$ cat config.mk
export PLATFORM = sky130hd
export DESIGN_NAME = wdog_top
export DESIGN_NICKNAME = d
export VERILOG_FILES = /design/src/rtl/wdog_pkg.sv /design/src/rtl/wdog_key_seq.sv /design/src/rtl/wdog_tmo_cnt.sv /design/src/rtl/wdog_rst_pulse.sv /design/src/rtl/wdog_top.sv
export SDC_FILE = /design/constraint.sdc
export NUM_CORES = 1
export LEC_CHECK = 0
export BUFFER_PORTS_ARGS = -buffer_cell sky130_fd_sc_hd__buf_2
export CORE_MARGIN = 5
export CORE_UTILIZATION = 39
export CTS_CLUSTER_DIAMETER = 50
export CTS_CLUSTER_SIZE = 8
export DETAILED_ROUTE_END_ITERATION = 16
export SLEW_MARGIN = 20
export SYNTH_ARGS = -nofsm -noshare
export SYNTH_HDL_FRONTEND = slang
export SYNTH_SLANG_ARGS = --single-unit
$ cat constraint.sdc
create_clock -name clk -period 5.3 [get_ports clk]
set_input_delay 0.795 -clock clk [delete_from_list [all_inputs] [get_ports clk]]
set_output_delay 0.795 -clock clk [all_outputs]
set_load 0.005 [all_outputs]
$ cat src/rtl/wdog_pkg.sv
package wdog_pkg;

    localparam logic [7:0] KEY_ARM = 8'h55;
    localparam logic [7:0] KEY_CLR = 8'hAA;
    localparam int unsigned NUM_RATES = 4;

    typedef enum logic [1:0] {
        RATE_X1  = 2'd0,
        RATE_X4  = 2'd1,
        RATE_X16 = 2'd2,
        RATE_X64 = 2'd3
    } rate_e;

    typedef enum logic {
        SEQ_IDLE  = 1'b0,
        SEQ_ARMED = 1'b1
    } seq_e;

    typedef struct packed {
        logic       wr;
        logic [7:0] data;
    } svc_req_t;

    function automatic int unsigned rate_mult(rate_e r);
        return 32'd1 << (2 * int'(r));
    endfunction

endpackage

$ cat src/rtl/wdog_key_seq.sv
module wdog_key_seq
    import wdog_pkg::*;
(
    input  logic     clk,
    input  logic     rst,
    input  logic     active,
    input  logic     expire,
    input  svc_req_t req,
    output logic     armed_o,
    output logic     clear_o
);

    seq_e state_q;

    always_ff @(posedge clk) begin
        if (rst) begin
            state_q <= SEQ_IDLE;
        end else if (!active || expire) begin
            state_q <= SEQ_IDLE;
        end else if (req.wr) begin
            if (req.data == KEY_ARM) begin
                state_q <= SEQ_ARMED;
            end else begin
                state_q <= SEQ_IDLE;
            end
        end
    end

    assign armed_o = (state_q == SEQ_ARMED);
    assign clear_o = active && req.wr && (req.data == KEY_CLR) && (state_q == SEQ_ARMED);

endmodule

$ cat src/rtl/wdog_tmo_cnt.sv
module wdog_tmo_cnt
    import wdog_pkg::*;
#(
    parameter int unsigned BASE  = 32,
    parameter int unsigned CNT_W = 11
)(
    input  logic             clk,
    input  logic             rst,
    input  logic             active,
    input  logic             clear,
    input  rate_e            rate,
    output logic [CNT_W-1:0] cnt_o,
    output logic             expire_o
);

    logic [CNT_W-1:0] last_tab [NUM_RATES];
    logic [CNT_W-1:0] last_sel;
    logic [CNT_W-1:0] cnt_q;

    for (genvar g = 0; g < NUM_RATES; g++) begin : g_last
        assign last_tab[g] = CNT_W'(BASE * rate_mult(rate_e'(g)) - 1);
    end

    assign last_sel = last_tab[rate];
    assign expire_o = active && !clear && (cnt_q >= last_sel);

    always_ff @(posedge clk) begin
        if (rst) begin
            cnt_q <= '0;
        end else if (!active || clear || expire_o) begin
            cnt_q <= '0;
        end else begin
            cnt_q <= cnt_q + 1'b1;
        end
    end

    assign cnt_o = cnt_q;

endmodule

$ cat src/rtl/wdog_rst_pulse.sv
module wdog_rst_pulse #(
    parameter int unsigned PULSE_LEN = 4,
    localparam int unsigned PW = $clog2(PULSE_LEN + 1)
)(
    input  logic clk,
    input  logic rst,
    input  logic expire,
    output logic pulse_o
);

    logic [PW-1:0] left_q;

    always_ff @(posedge clk) begin
        if (rst) begin
            left_q <= '0;
        end else if (left_q != '0) begin
            left_q <= left_q - 1'b1;
        end else if (expire) begin
            left_q <= PW'(PULSE_LEN);
        end
    end

    assign pulse_o = (left_q != '0);

endmodule

$ cat src/rtl/wdog_top.sv
module wdog_top
    import wdog_pkg::*;
#(
    parameter int unsigned BASE_CYCLES = 32,
    parameter int unsigned PULSE_LEN   = 4
)(
    input  logic       clk,
    input  logic       rst,
    input  logic       wd_disable,
    input  logic [1:0] rate_sel,
    input  logic       svc_wr,
    input  logic [7:0] svc_data,
    output logic       sys_rst_o
);

    localparam int unsigned CNT_W = $clog2(BASE_CYCLES * 64);

    svc_req_t         req;
    logic             active;
    logic             expire;
    logic             clear_req;
    logic             armed;
    logic             pulse;
    logic [CNT_W-1:0] cnt_q;

    assign req.wr   = svc_wr;
    assign req.data = svc_data;
    assign active   = !wd_disable && !pulse;

    wdog_key_seq u_seq (
        .clk     (clk),
        .rst     (rst),
        .active  (active),
        .expire  (expire),
        .req     (req),
        .armed_o (armed),
        .clear_o (clear_req)
    );

    wdog_tmo_cnt #(
        .BASE  (BASE_CYCLES),
        .CNT_W (CNT_W)
    ) u_cnt (
        .clk      (clk),
        .rst      (rst),
        .active   (active),
        .clear    (clear_req),
        .rate     (rate_e'(rate_sel)),
        .cnt_o    (cnt_q),
        .expire_o (expire)
    );

    wdog_rst_pulse #(
        .PULSE_LEN (PULSE_LEN)
    ) u_pulse (
        .clk     (clk),
        .rst     (rst),
        .expire  (expire),
        .pulse_o (pulse)
    );

    assign sys_rst_o = pulse;

endmodule

==> results of run 1 <==
-- state kept, by name (all words and copies together) (netlist names) --
name,cells
u_seq.armed_o,1
u_pulse.left_q,3
u_cnt.cnt_o,11
-- worst max-delay path, delay by kind of cell --
family          cells  cell delay [ps]
simple gates        4              990
compound gates      1              330
fa+ha+maj           1              310
buf+inv             1              110
-- cell type report --
cell class / count / area, um2
flip-flops and latches: 15 / 300
multi-input cells: 69 / 537
clock buffers: 4 / 26.3
repair buffers: 14 / 70.1
well taps: 28 / 35.0
inverters: 3 / 11.3
fillers: 218 / 1170
-- cell usage after synthesis --
library cell  number
a21boi_0           1
a21o_2             1
a21oi_1            3
a221o_1            1
a311oi_2           1
a31oi_1            1
and2_4             1
and3_1             1
and4_4             2
buf_6              1
dfxtp_1           15
ha_1               6
inv_1              3
nand2_1            6
nand3_1            6
nand3_2            1
nand4_1            1
nand4b_1           1
nand4bb_1          1
nor2_1             5
nor2_2             9
nor2_4             1
nor2b_1            1
nor3b_1            1
nor4_2             1
nor4bb_1           2
nor4bb_4           1
o211ai_1           1
o21ai_0            1
o41ai_1            1
or3_1              1
xnor2_1            2
xor2_1             8
-- how the worst min path moves through the flow --
stage                              start             end  slack, ps  cells after the start
after detailed placement  u_cnt.cnt_o[0]  u_cnt.cnt_o[0]        460                      1
after global routing      u_cnt.cnt_o[0]  u_cnt.cnt_o[0]        510                      1
after CTS                 u_cnt.cnt_o[0]  u_cnt.cnt_o[0]        490                      1
after global placement    u_cnt.cnt_o[0]  u_cnt.cnt_o[0]        460                      1
final                     u_cnt.cnt_o[0]  u_cnt.cnt_o[0]        480                      1
after floorplan           u_cnt.cnt_o[0]  u_cnt.cnt_o[0]        440                      1
-- power by group through the flow --
stage | Combinational (uW) | Clock (uW) | Sequential [uW]
finish | 17.5 | 64.1 | 114
global route | 19.2 | 71.1 | 114
CTS | 17.8 | 69.0 | 114
detailed placement | 17.6 | 0 | 117
global placement | 17.2 | 0 | 117
floorplan | 10.4 | 0 | 117
-- layer usage --
metal  GRT usage  wire, um  up-vias
met4      0.0397        19        0
li1            -         -      352
met1       0.121       698      286
met5           0         0        -
met2       0.155       670       14
met3      0.0317       109        2
-- through the flow --
stage	hold WS [ps]	power (uW)	setup WS, ps	instance area, um2
floorplan	439	127	3110	860
global placement	464	134	2760	953
detailed placement	464	134	2690	953
CTS	488	201	2980	980
global route	506	205	2850	980
finish	480	196	2980	980
-- kinds of logic (layout without fill, tap and decap cells) --
logic type               Yosys count  count (layout)  share of synthesized area
flip-flops                        15              15                      0.349
AO/OA/AOI/OAI                     11              11                     0.0975
XOR/XNOR                          10              10                      0.102
buffers and inverters              4              21                     0.0262
AND/OR/NAND/NOR                   42              42                      0.338
adder cells (fa/ha/maj)            6               6                     0.0873
==> results.yml, run 1 <==
placement:
  hpwl_mm: 1.17
  place_congestion: 0.741
  numPortBuffers: 14
  dp.cells: 129
timing:
  max_slew_margin: 0.733
  period_needed_ps: 2320
  timing.setup.tns_ps: 0
  hold_viol: 0
  setup_viol: 0
  rsz0062_at_grt: "false"
  post-route-period-util: 0.438
  tightest_slew_ps: 396
  final_max_slew_viol_count: 0
  fmaxAchievable_mhz: 431
  skew_ps: 1.28
grt:
  grt_max_degree: 12
  grtUsageTotal: 0.0974
  grt_pass1_vias: 618
  grt_pass1_wl_mm: 2.57
  antenna_found_initial: 0
  grt_overflow: 0
synthesis:
  synth.top_cell.area_share: 0.349
  syn_area_um2: 860
  yosysSeqAreaShare: 0.349
  yosys-top-cells-area: "dfxtp_1 35%, ha_1 8.7%, xor2_1 8.2%"
  syn_area_per_cell_um2: 9.77
  synth_nets: 108
  ys_seq_elements: 15
  post-synth-top-area-cell: "dfxtp_1"
  synthCells: 88
  yosysWarnings: 0
  synth_cell_types: 33
hold_path:
  min_path_type: "flip-flop to flip-flop"
die:
  die_x_um: 56.9
  coreArea_um2: 2150
  die_area_um2: 3240
  std_cell_rows: 17
  initial_utilization: 0.400
  die_h_um: 56.9
  pin_count: 15
routing:
  num_vias: 654
  avgRoutedWirePerCell_um: 11.3
  dr.pass1.iters: 3
  ant_nets: 0
  routed_wl_mm: 1.50
  drc: 0
  via_per_inst: 4.92
  drt_iter0_drc: 18
critical_path:
  startpoint_type: "primary input"
  crit_slowest_cell: "nand3_2"
  r2r-end: "u_cnt.cnt_o[3]"
  end_kind: "flip-flop"
  reg2regPathDepth: 6
  crit_type: "primary input to flip-flop"
  cp_max_fo: 11
  critPathCapture: "u_cnt.cnt_o[3]"
  rr_startpoint: "u_cnt.cnt_o[9]"
  max_stage_delay_ps: 370
  cp_data_required_time_ps: 5520
  crit_chain: "buf_2, nor2_1, ha_1, and2_4, a311oi_2, nand3_2, nor2_2"
  crit_path_start: "rate_sel[1]"
  rrSetupSlack_ps: 3330
  crit_arrival_ps: 2540
pwr:
  vdd_ir_drop_max_uv: 119
  power.density_nw_per_um2: 200
  netSwitchingFraction: 0.230
  power_frac_seq: 0.583
  clkPwrFrac: 0.328
  p_leak_uw: 0.000399
  p_comb_frac: 0.090
  p_switching_uw: 45.0
  p_int_uw: 151
final_layout:
  insertedDiodeCount: 0
  drive_gt1_frac: 0.333
  syn2layout_area_growth_pct: 14.0
  mostFrequentLayoutCell: "dfxtp_1"
  layout_common_cells: "15 x dfxtp_1, 14 x buf_2, 9 x nor2_2"
  fin_nets: 126
  final_util: 0.456
  final_cells: 133
clock_tree:
  worstSkewPairLatency_ps: 270
  postCtsSetupBuffers: 0
  cts-root-buf: "clkbuf_4"
  clock-sinks: 15
  cts_tree: "yes"
  holdBufCountCts: 0
  htree_levels: 1
  cts_made_buffers: 3
  cts_max_path_buffers: 2
  clk_pin_slew_ps: 90
  ctsResizeCount: 0
status:
  outcome: "complete, no violations"
job:
  cap_viol_max_count: 0
(Power assumes the default switching activity.)
==> run 2, diff against run 1 <==
clock period = 2.1 ns   (was 5.3 ns; I/O delays follow)
==> run 2 against run 1 <==
Effect of this change: power increased to 2.5 times the previous value; non-clock buffer count up 3; wire length decreased by 2.4%; highest routed layer unchanged; global-route usage rose by 0.46 points; design area increased by 2.4%; sequential share of layout area down 0.73 points; combinational power grew to 2.7 times the previous value.
==> results.yml, run 2 (synthesis results as in run 1) <==
critical_path:
  end_kind: "flip-flop"
  cp_top_family: "simple AND/OR/NAND/NOR gates"
  crit_path_start: "u_cnt.cnt_o[9]"
  reg2regPathDepth: 7
  crit_type: "flip-flop to flip-flop"
  startpoint_type: "flip-flop"
  cp.depth: 7
  cp_data_required_time_ps: 2320
  path_buf_inv: 1
  critPathCapture: "u_cnt.cnt_o[3]"
  rrSetupSlack_ps: 290
  max_stage_delay_ps: 350
  rr_startpoint: "u_cnt.cnt_o[9]"
  r2r-end: "u_cnt.cnt_o[3]"
  crit_arrival_ps: 2030
  crit_chain: "ha_1, and4_4, and2_4, a311oi_2, nand3_2, buf_4, nor2_2"
  crit_slowest_cell: "dfxtp_1"
  cp_max_fo: 7
placement:
  hpwl_mm: 1.18
  place_congestion: 0.756
  numPortBuffers: 14
die:
  std_cell_rows: 17
  die_h_um: 56.9
  die_x_um: 56.9
  initial_utilization: 0.400
  pin_count: 15
  die_area_um2: 3240
  coreArea_um2: 2150
timing:
  tightest_slew_ps: 385
  timing.setup.tns_ps: 0
  hold_viol: 0
  period_needed_ps: 1810
  final_max_slew_viol_count: 0
  setup_viol: 0
  rsz0062_at_grt: "false"
  max_slew_margin: 0.740
  fmaxAchievable_mhz: 554
  post-route-period-util: 0.860
  skew_ps: 7.37
routing:
  dr.pass1.iters: 2
  drt_iter0_drc: 13
  drc: 0
  via_per_inst: 4.93
  routed_wl_mm: 1.46
  avgRoutedWirePerCell_um: 10.8
  num_vias: 671
  ant_nets: 0
job:
  cap_viol_max_count: 0
status:
  outcome: "complete, no violations"
final_layout:
  layout_common_cells: "15 x dfxtp_1, 14 x buf_2, 9 x nor2_2"
  drive_gt1_frac: 0.361
  seqCellArea_um2: 300
  multi_input_area_um2: 537
  insertedDiodeCount: 0
  syn2layout_area_growth_pct: 16.7
  mostFrequentLayoutCell: "dfxtp_1"
  largest_reg_flops: 11
  fin_nets: 129
  final_util: 0.467
  fill_cells: 211
pwr:
  vdd_ir_drop_max_uv: 338
  p_leak_uw: 0.000416
  power.density_nw_per_um2: 495
grt:
  grtUsageTotal: 0.102
  grt_max_degree: 10
  grt_pass1_wl_mm: 2.66
  grt_pass1_vias: 651
  grt_overflow: 0
  antenna_found_initial: 0
clock_tree:
  htree_levels: 1
  cts_max_path_buffers: 2
  ctsResizeCount: 0
  holdBufCountCts: 0
  cts-root-buf: "clkbuf_4"
  worstSkewPairLatency_ps: 280
  cts_made_buffers: 3
  postCtsSetupBuffers: 0
  cts_tree: "yes"
  clk_pin_slew_ps: 90
  clock-sinks: 15
hold_path:
  min_path_type: "primary input to flip-flop"
==> run 2: changes by cell type in the layout (fill, tap and decap cells not counted) <==
| cell | change |
|---|---|
| clkbuf_1 | -1 |
| clkinv_2 | +1 |
| buf_4 | +3 |
==> run 2: worst min-delay path by stage <==
stage / start / to / slack, ps / depth (start not counted)
5_1_grt: rst / u_pulse.left_q[1] / 270 / 2
2_1_floorplan: rst / u_pulse.left_q[1] / 380 / 1
4_1_cts: rst / u_pulse.left_q[2] / 270 / 2
3_3_place_gp: u_cnt.cnt_o[0] / u_cnt.cnt_o[0] / 460 / 1
6_report: rst / u_pulse.left_q[1] / 280 / 2
3_5_place_dp: u_cnt.cnt_o[0] / u_cnt.cnt_o[0] / 460 / 1
==> run 2: where the power goes <==
part	switching, uW	internal (uW)	total, uW	leakage (uW)
Sequential	1.85	286	288	0.000121
Combinational	23.2	23.2	46.4	0.000277
Clock	91.7	70.6	162	0.0000177
==> run 2: per-stage QoR <==
stage	total power [uW]	hold WS, ps	setup slack (ps)	std cells	instance area, um2
floorplan	321	384	393	88	860
global placement	340	458	219	132	976
detailed placement	342	462	160	132	976
CTS	506	270	271	136	1000
global route	527	274	197	136	1000
finish	497	276	295	136	1000
==> run 2: worst register-to-register path: stages (launching register included) <==
cell	delay, ps
dfxtp_1	350
ha_1	340
and4_4	190
and2_4	150
a311oi_2	310
nand3_2	120
buf_4	190
nor2_2	100
==> run 2: area by class of cell <==
cell class / instances / share of cell area
multi-input cells: 69 / 0.535
flip-flops and latches: 15 / 0.299
repair buffers: 17 / 0.0923
well taps: 28 / 0.0349
clock buffers: 3 / 0.0224
inverters: 3 / 0.0112
clock inverters: 1 / 0.00499
==> run 2: layer usage <==
layer	track usage	vias to the layer above	wire length, um
li1	-	354	-
met1	0.129	303	711
met2	0.160	12	645
met3	0.0271	2	88
met4	0.0497	0	16
met5	0	-	0
